<file path="src/rtl/gpio_ioc_pkg.sv">
package gpio_ioc_pkg;
    typedef enum logic {
        ST_IDLE = 1'b0,
        ST_PEND = 1'b1
    } ioc_state_t;

    localparam int CFG_W        = 3;
    localparam int CFG_CLR_CAP  = 0;
    localparam int CFG_POL_HIGH = 1;
    localparam int CFG_OPEN_DRN = 2;
endpackage

</file>
<file path="src/rtl/ioc_detect.sv">
module ioc_detect #(
    parameter int WIDTH = 8
) (
    input  logic             clk,
    input  logic             rst_n,
    input  logic [WIDTH-1:0] pin,
    input  logic [WIDTH-1:0] en,
    input  logic [WIDTH-1:0] mode,
    input  logic [WIDTH-1:0] refv,
    output logic [WIDTH-1:0] fire
);
    logic [WIDTH-1:0] last_q;

    always_ff @(posedge clk or negedge rst_n) begin
        if (!rst_n) last_q <= '0;
        else        last_q <= pin;
    end

    for (genvar i = 0; i < WIDTH; i++) begin : g_pin
        always_comb begin
            if (mode[i]) fire[i] = en[i] & (pin[i] ^ refv[i]);
            else         fire[i] = en[i] & (pin[i] ^ last_q[i]);
        end
    end
endmodule

</file>
<file path="src/rtl/ioc_first_pick.sv">
module ioc_first_pick #(
    parameter int WIDTH = 8
) (
    input  logic [WIDTH-1:0] req,
    output logic [WIDTH-1:0] grant
);
    logic [WIDTH:0] seen;

    assign seen[0] = 1'b0;
    for (genvar i = 0; i < WIDTH; i++) begin : g_chain
        assign grant[i]  = req[i] & ~seen[i];
        assign seen[i+1] = seen[i] | req[i];
    end
endmodule

</file>
<file path="src/rtl/ioc_irq_out.sv">
module ioc_irq_out (
    input  logic active,
    input  logic pol_high,
    input  logic open_drn,
    output logic drv,
    output logic oe
);
    always_comb begin
        if (open_drn) begin
            drv = 1'b0;
            oe  = active;
        end else begin
            drv = pol_high ? active : ~active;
            oe  = 1'b1;
        end
    end
endmodule

</file>
<file path="src/rtl/gpio_ioc_unit.sv">
module gpio_ioc_unit
    import gpio_ioc_pkg::*;
#(
    parameter int WIDTH = 8
) (
    input  logic             clk,
    input  logic             rst_n,
    input  logic [WIDTH-1:0] pin_lvl,
    input  logic [WIDTH-1:0] irq_en,
    input  logic [WIDTH-1:0] cmp_mode,
    input  logic [WIDTH-1:0] ref_val,
    input  logic [CFG_W-1:0] port_cfg,
    input  logic             rd_cap,
    input  logic             rd_port,
    output logic [WIDTH-1:0] flag_q,
    output logic [WIDTH-1:0] cap_q,
    output logic             irq_drv,
    output logic             irq_oe
);
    ioc_state_t       state_q, state_d;
    logic [WIDTH-1:0] fire;
    logic [WIDTH-1:0] winner;
    logic             any_fire;
    logic             clr_hit;

    ioc_detect #(.WIDTH(WIDTH)) u_detect (
        .clk  (clk),
        .rst_n(rst_n),
        .pin  (pin_lvl),
        .en   (irq_en),
        .mode (cmp_mode),
        .refv (ref_val),
        .fire (fire)
    );

    ioc_first_pick #(.WIDTH(WIDTH)) u_pick (
        .req  (fire),
        .grant(winner)
    );

    assign any_fire = |fire;
    assign clr_hit  = port_cfg[CFG_CLR_CAP] ? rd_cap : rd_port;

    always_comb begin
        state_d = state_q;
        unique case (state_q)
            ST_IDLE: if (any_fire) state_d = ST_PEND;
            ST_PEND: if (clr_hit)  state_d = ST_IDLE;
            default: state_d = ST_IDLE;
        endcase
    end

    always_ff @(posedge clk or negedge rst_n) begin
        if (!rst_n) state_q <= ST_IDLE;
        else        state_q <= state_d;
    end

    always_ff @(posedge clk or negedge rst_n) begin
        if (!rst_n) begin
            flag_q <= '0;
            cap_q  <= '0;
        end else begin
            unique case (state_q)
                ST_IDLE: begin
                    if (any_fire) begin
                        flag_q <= winner;
                        cap_q  <= pin_lvl;
                    end
                end
                ST_PEND: begin
                    if (clr_hit) flag_q <= '0;
                end
                default: flag_q <= '0;
            endcase
        end
    end

    ioc_irq_out u_out (
        .active  (state_q == ST_PEND),
        .pol_high(port_cfg[CFG_POL_HIGH]),
        .open_drn(port_cfg[CFG_OPEN_DRN]),
        .drv     (irq_drv),
        .oe      (irq_oe)
    );
endmodule

</file>
<file path="config.mk">
export PLATFORM = sky130hd
export DESIGN_NAME = gpio_ioc_unit
export DESIGN_NICKNAME = d
export VERILOG_FILES = /design/src/rtl/gpio_ioc_pkg.sv /design/src/rtl/ioc_detect.sv /design/src/rtl/ioc_first_pick.sv /design/src/rtl/ioc_irq_out.sv /design/src/rtl/gpio_ioc_unit.sv
export SDC_FILE = /design/constraint.sdc
export NUM_CORES = 1
export LEC_CHECK = 0
export CORE_ASPECT_RATIO = 0.7
export CORE_MARGIN = 2
export CORE_UTILIZATION = 35
export CTS_BUF_LIST = sky130_fd_sc_hd__clkbuf_16
export DETAILED_ROUTE_END_ITERATION = 8
export PLACE_DENSITY_LB_ADDON = 0.25
export REMOVE_ABC_BUFFERS = 1
export SETUP_SLACK_MARGIN = 0.15
export SLEW_MARGIN = 20
export SYNTH_ARGS = -nofsm -noshare
export SYNTH_HDL_FRONTEND = slang
export SYNTH_HIERARCHICAL = 1
export SYNTH_SLANG_ARGS = --single-unit
</file>
<file path="constraint.sdc">
create_clock -name clk -period 2.7 [get_ports clk]
set_input_delay 0.405 -clock clk [delete_from_list [all_inputs] [get_ports clk]]
set_output_delay 0.405 -clock clk [all_outputs]
set_load 0.02 [all_outputs]
</file>
Word level (Yosys, flattened, before mapping)
Index checks and enable logic that the tools add are counted.
Operators by class
  equality and inequality tests: 2
  mux-type cells: 18
  bitwise gates (word level): 53
  reductions and logical operators: 3
Operators with widths (number)
  1-bit AND: 23
  8-bit 2-to-1 mux: 2
  8-bit one-hot mux with 2 select lines: 1
  1-bit XOR: 16
  1-bit 2-to-1 mux: 14
  1-bit inverter: 8
  8-bit OR reduction: 1
  1-bit OR: 6
  2-bit AND reduction: 2
  2-bit by 1-bit != test with 1-bit output, second input constant: 1
  2-bit != test, second input constant: 1
  1-bit one-hot mux with 2 select lines: 1
Storage, ports and cells
  logic and storage cells: 80
  output and inout port bits: 18
  bits in registers: 25
  input port bits: 39

Depth between registers and ports, before layout
  depth in word-level cells: 13
  gate-level depth with buffers: 6
  gate-level depth less buffers: 6

Hierarchy
The synthesis kept the hierarchy.
By module, submodules not included
  gpio_ioc_unit: cells an instance 57, area each 742.0 um^2, sequential area each 425.4 um^2, instances 1
  ioc_detect: cells an instance 40, area each 440.4 um^2, sequential area each 200.2 um^2, instances 1
  ioc_first_pick: cells an instance 11, area each 83.8 um^2, sequential area each 0.0 um^2, instances 1
  ioc_irq_out: cells an instance 3, area each 18.8 um^2, sequential area each 0.0 um^2, instances 1

Worst setup path after synthesis
No wires, ideal clock.
  path type: input to register
  start point: in cmp_mode[0]
  end point: reg cap_q[2]
  data required time: 2.575 ns
  data arrival time: 1.935 ns
  path buffers: 1
  cell stages on the path: 6
  slack: 0.640 ns
  setup time: 0.125 ns
  path through: mux2i_1 mux2i_1 nor4_2 a21oi_2 buf_6 mux2_4
Between the ends
  cells in the longest elaborated chain, start to end: 3
Ends and longest elaborated chain
  start, declared: RTL line gpio_ioc_unit.sv:10  | input logic [WIDTH-1:0] cmp_mode,
  1-bit 2-to-1 mux: RTL line ioc_detect.sv:21  | if (mode[i]) fire[i] = en[i] & (pin[i] ^ refv[i]);
  net fire[0]: RTL line gpio_ioc_unit.sv:21  | logic [WIDTH-1:0] fire;
  8-bit OR reduction: RTL line gpio_ioc_unit.sv:41  | assign any_fire = |fire;
  2-bit AND reduction (no source line)
  end signal, assigned: RTL line gpio_ioc_unit.sv:67  | cap_q <= pin_lvl;
  end, declared: RTL line gpio_ioc_unit.sv:16  | output logic [WIDTH-1:0] cap_q,
The timed path passes the listed nets, and every way through them passes these cells.
A chain may end at the register's enable or synchronous reset.

Final worst setup path
  start point: in cmp_mode[1]
  end point: reg cap_q[4]
The elaborated chain is that of the path after synthesis.

==> metrics.md <==
| Metric | Value |
|---|---|
| Crit. End Element | flop |
| Critical Path AT | about 2.4 ns |
| R2R Path End | cap_q[4]$_DFFE_PN0P_ |
| Max-slew headroom | ~50% |
| Post_cts resized | 0 |
| Cell Rows | 18 |
| Worst Hold Path Cells | 1 |
| Area Growth Syn to Fin | 57.64% |
| Outcome | complete, no violations |
| CORE AREA | ~3500 sq um |
| Hold_ws | 0.5031 ns |
| Layout cell share with drive strength beyond 1 | 12.57% |
| Die width | 76.42 um |
| Clk sink count | 25 |
| First-pass GRT wire length | 4519 um |
| Worst-case reg-to-reg path depth | 6 |
| FF/Latch Area | 625.6 sq um |
| Synth Area in XOR/XNOR | less than 1% |
| Via Count | between 1,000 and 1,500 |
| CTS root buffer | clkbuf_16 |
| Clk_lat worst skew | 0.25 ns |
| Max Root-Sink Buffers | 2 |
| Total power divided by cell area | 585.0 nW/um^2 |
| CP startpoint | cmp_mode[1] |
| Post-Synthesis Cells | 111 |
| WL/cell | approximately 12 um |
| Seq/Total Area, Yosys | approximately half |
| Initial core utilization | a little over a third |
| Fin. Hold Viols | 0 |
| Post-CTS setup buffer count | 0 |
| # IOs | 57 |
| Via density | 4.564 |
| Largest family of logic cells by synthesized area | multiplexers |
| Cts bufs inserted | 3 |
| Post-synthesis simple-gate area fraction | 14.90% |
| Total Wirelength | 2730 um |
| Clock Skew | between 0.003 and 0.004 ns |
| Count of hold-fix buffers inserted at cts | 0 |
| Setup TNS | 0 ns |
| Max Cap Viol | 0 |
| Critical path class | primary input to flop |
| Max Fclk | around 430 MHz |
| DP HPWL | 2187 um |
| Initial DRC Count | 42 |
| Final worst-path cycle share | 85.40% |
| Clk slew on worst S/H paths | 0.06 ns |
| Vias in the first global route | 1,024 |
| Pin count of the biggest net entering global routing | 26 |
| Mux cell area share after synthesis | 27.07% |
| Antenna violations before repair | 0 |
| Post-synthesis compound-gate area fraction | under 10% |
| CP Launch Type | primary input |
| DRC violations left | 0 |
| Setup WS post-layout | 0.3942 ns |
| Synthesis-stage register bit count | 25 |
| Worst Max-Slew Pin Slew | 0.7088 ns |
| Worst EP required | roughly 2.8 ns |
| Die Span Y | 54.70 um |
| Syn. warnings | 6 |
| RSZ-0062 raised after global routing | false |
| Reg-to-reg setup timing slack | approximately 0.73 ns |
| Final Max Slew Viols | 0 |
| Dominant synthesized flop cell | dfrtp_1 |
| Grt ovf | 0 |
| RePlAce Congestion | 0.6680 |
| Hold Path Origin | cap_q[0]$_DFFE_PN0P_ |
| Post-Syn Area | around 1300 sq um |
| Setup WS pre-CTS | 0.1418 ns |
| Async set-reset flop share out of synthesis | 100.0% |
| Fraction of the mapped netlist area in adder cells | 0% |
| # diodes | 0 |
| Dpl cells | ~220 |
| Nets | 215 |
| Post-synth EDFFs | 0 |
| Crit path max fanout | 12 |
| Port Buffer Count | 56 |
| Total GRT Usage | 14.13% |
| Total Power | roughly 1.2 mW |
| Fin crit period | 2.306 ns |
| Filler cells | 301 |
| H-tree levels | 1 |
| Post-route insts no fill | roughly 230 |
| First-pass detailed-route iteration total | 4 |
| Post-synth cell types | 21 |
| Die footprint | about 4200 sq um |
| Hold worst-path end | cap_q[0]$_DFFE_PN0P_ |
| Leakage Power | 0.8689 nW |
| Worst Hold Class | flop to flop |
| Max VDD drop | 0.3259 mV |
| Final Setup Violations | 0 |
| Multi-input logic area | 603.1 sq um |
| Worst R2R Start | u_detect/last_q[1]$_DFF_PN0_ |
| Average size of a mapped cell | 11.58 sq um |
| CTS tree | done |
| DRT antenna net count | 0 |
[worst max-delay path, stage by stage]
cell	delay, ns
clkdlybuf4s50_1	0.48
mux2i_1	0.22
mux2i_1	0.47
nor4_2	0.13
a21oi_2	0.23
buf_12	0.17
mux2_2	0.34
[kinds of logic (layout without fill, tap and decap cells)]
| logic type | Yosys count | count (layout) |
|---|---|---|
| multiplexers | 33 | 33 |
| AND/OR/NAND/NOR | 30 | 30 |
| flip-flops | 25 | 25 |
| buffers and inverters | 12 | 76 |
| AO/OA/AOI/OAI | 10 | 10 |
| XOR/XNOR | 1 | 1 |
[final cells by class]
cell class              instances  share of cell area [%]
clock buffers                   3                   3.706
clock inverters                 1                  0.1853
inverters                      10                   1.853
multi-input cells              74                   29.77
flip-flops and latches         25                   30.88
well taps                      50                   3.088
repair buffers                 62                   30.51
[worst max path at each step]
stage,slack (ns),cells past startpoint,to
detailed placement,0.14,7,cap_q[1]$_DFFE_PN0P_
finish,0.39,7,cap_q[4]$_DFFE_PN0P_
global placement,0.21,7,cap_q[0]$_DFFE_PN0P_
CTS,0.40,7,cap_q[4]$_DFFE_PN0P_
floorplan,0.39,5,cap_q[0]$_DFFE_PN0P_
global route,0.27,7,cap_q[1]$_DFFE_PN0P_
[placed cells by master (no fill, tap or decap)]
| master | count |
|---|---|
| buf_12 | 1 |
| nor4b_2 | 1 |
| a31oi_1 | 1 |
| buf_4 | 5 |
| dfrtp_1 | 25 |
| clkbuf_16 | 3 |
| nor4_1 | 1 |
| nor4b_1 | 1 |
| nor2b_1 | 1 |
| mux2_4 | 2 |
| mux2_2 | 6 |
| clkdlybuf4s50_1 | 56 |
| o21ai_0 | 8 |
| xor2_1 | 1 |
| nand2_1 | 8 |
| mux2i_1 | 25 |
| inv_1 | 11 |
| nand2b_1 | 10 |
| a21oi_2 | 1 |
| or4_4 | 1 |
| nor4_2 | 2 |
| nor3b_1 | 2 |
| nor2_1 | 3 |
[where the power goes]
group / total [mW] / leakage (nW) / internal [mW] / switching (mW)
registers: 0.459 / 0.307 / 0.430 / 0.0290
logic: 0.412 / 0.520 / 0.231 / 0.181
clock network: 0.314 / 0.0423 / 0.197 / 0.117
total: 1.18 / 0.869 / 0.859 / 0.326
[cells in the mapped netlist, types with 2 or more instances]
| library cell | count | area [sq um] |
|---|---|---|
| nor4_2 | 2 | 25.02 |
| inv_1 | 10 | 37.54 |
| o21ai_0 | 8 | 40.04 |
| mux2_2 | 6 | 67.56 |
| nor2_1 | 3 | 11.26 |
| mux2i_1 | 25 | 250.2 |
| dfrtp_1 | 25 | 625.6 |
| nand2_1 | 8 | 30.03 |
| nand2b_1 | 10 | 62.56 |
| mux2_4 | 2 | 30.03 |
| nor3b_1 | 2 | 15.01 |
[sequential cells by signal (all words and copies together), names as in the netlist]
| register | flops |
|---|---|
| state_q | 1 |
| cap_q | 8 |
| flag_q | 8 |
| u_detect/last_q | 8 |
[through the flow]
| step | util (%) | instance area (sq um) |
|---|---|---|
| CTS | 57.66 | 2026 |
| finish | 57.66 | 2026 |
| global route | 57.66 | 2026 |
| detailed placement | 55.41 | 1947 |
| global placement | 55.41 | 1947 |
| floorplan | - | 1266 |
[layer usage]
layer,track usage (%),wire length (um),part of all wire [%],up-vias
met1,16.92,1151,42,487
met2,24.78,1375,50,29
li1,-,-,-,509
met3,4.785,175,6.4,2
met4,4.545,27,0.99,0
met5,0,0,0,-
Note: power is estimated with default switching activity, not from simulation.
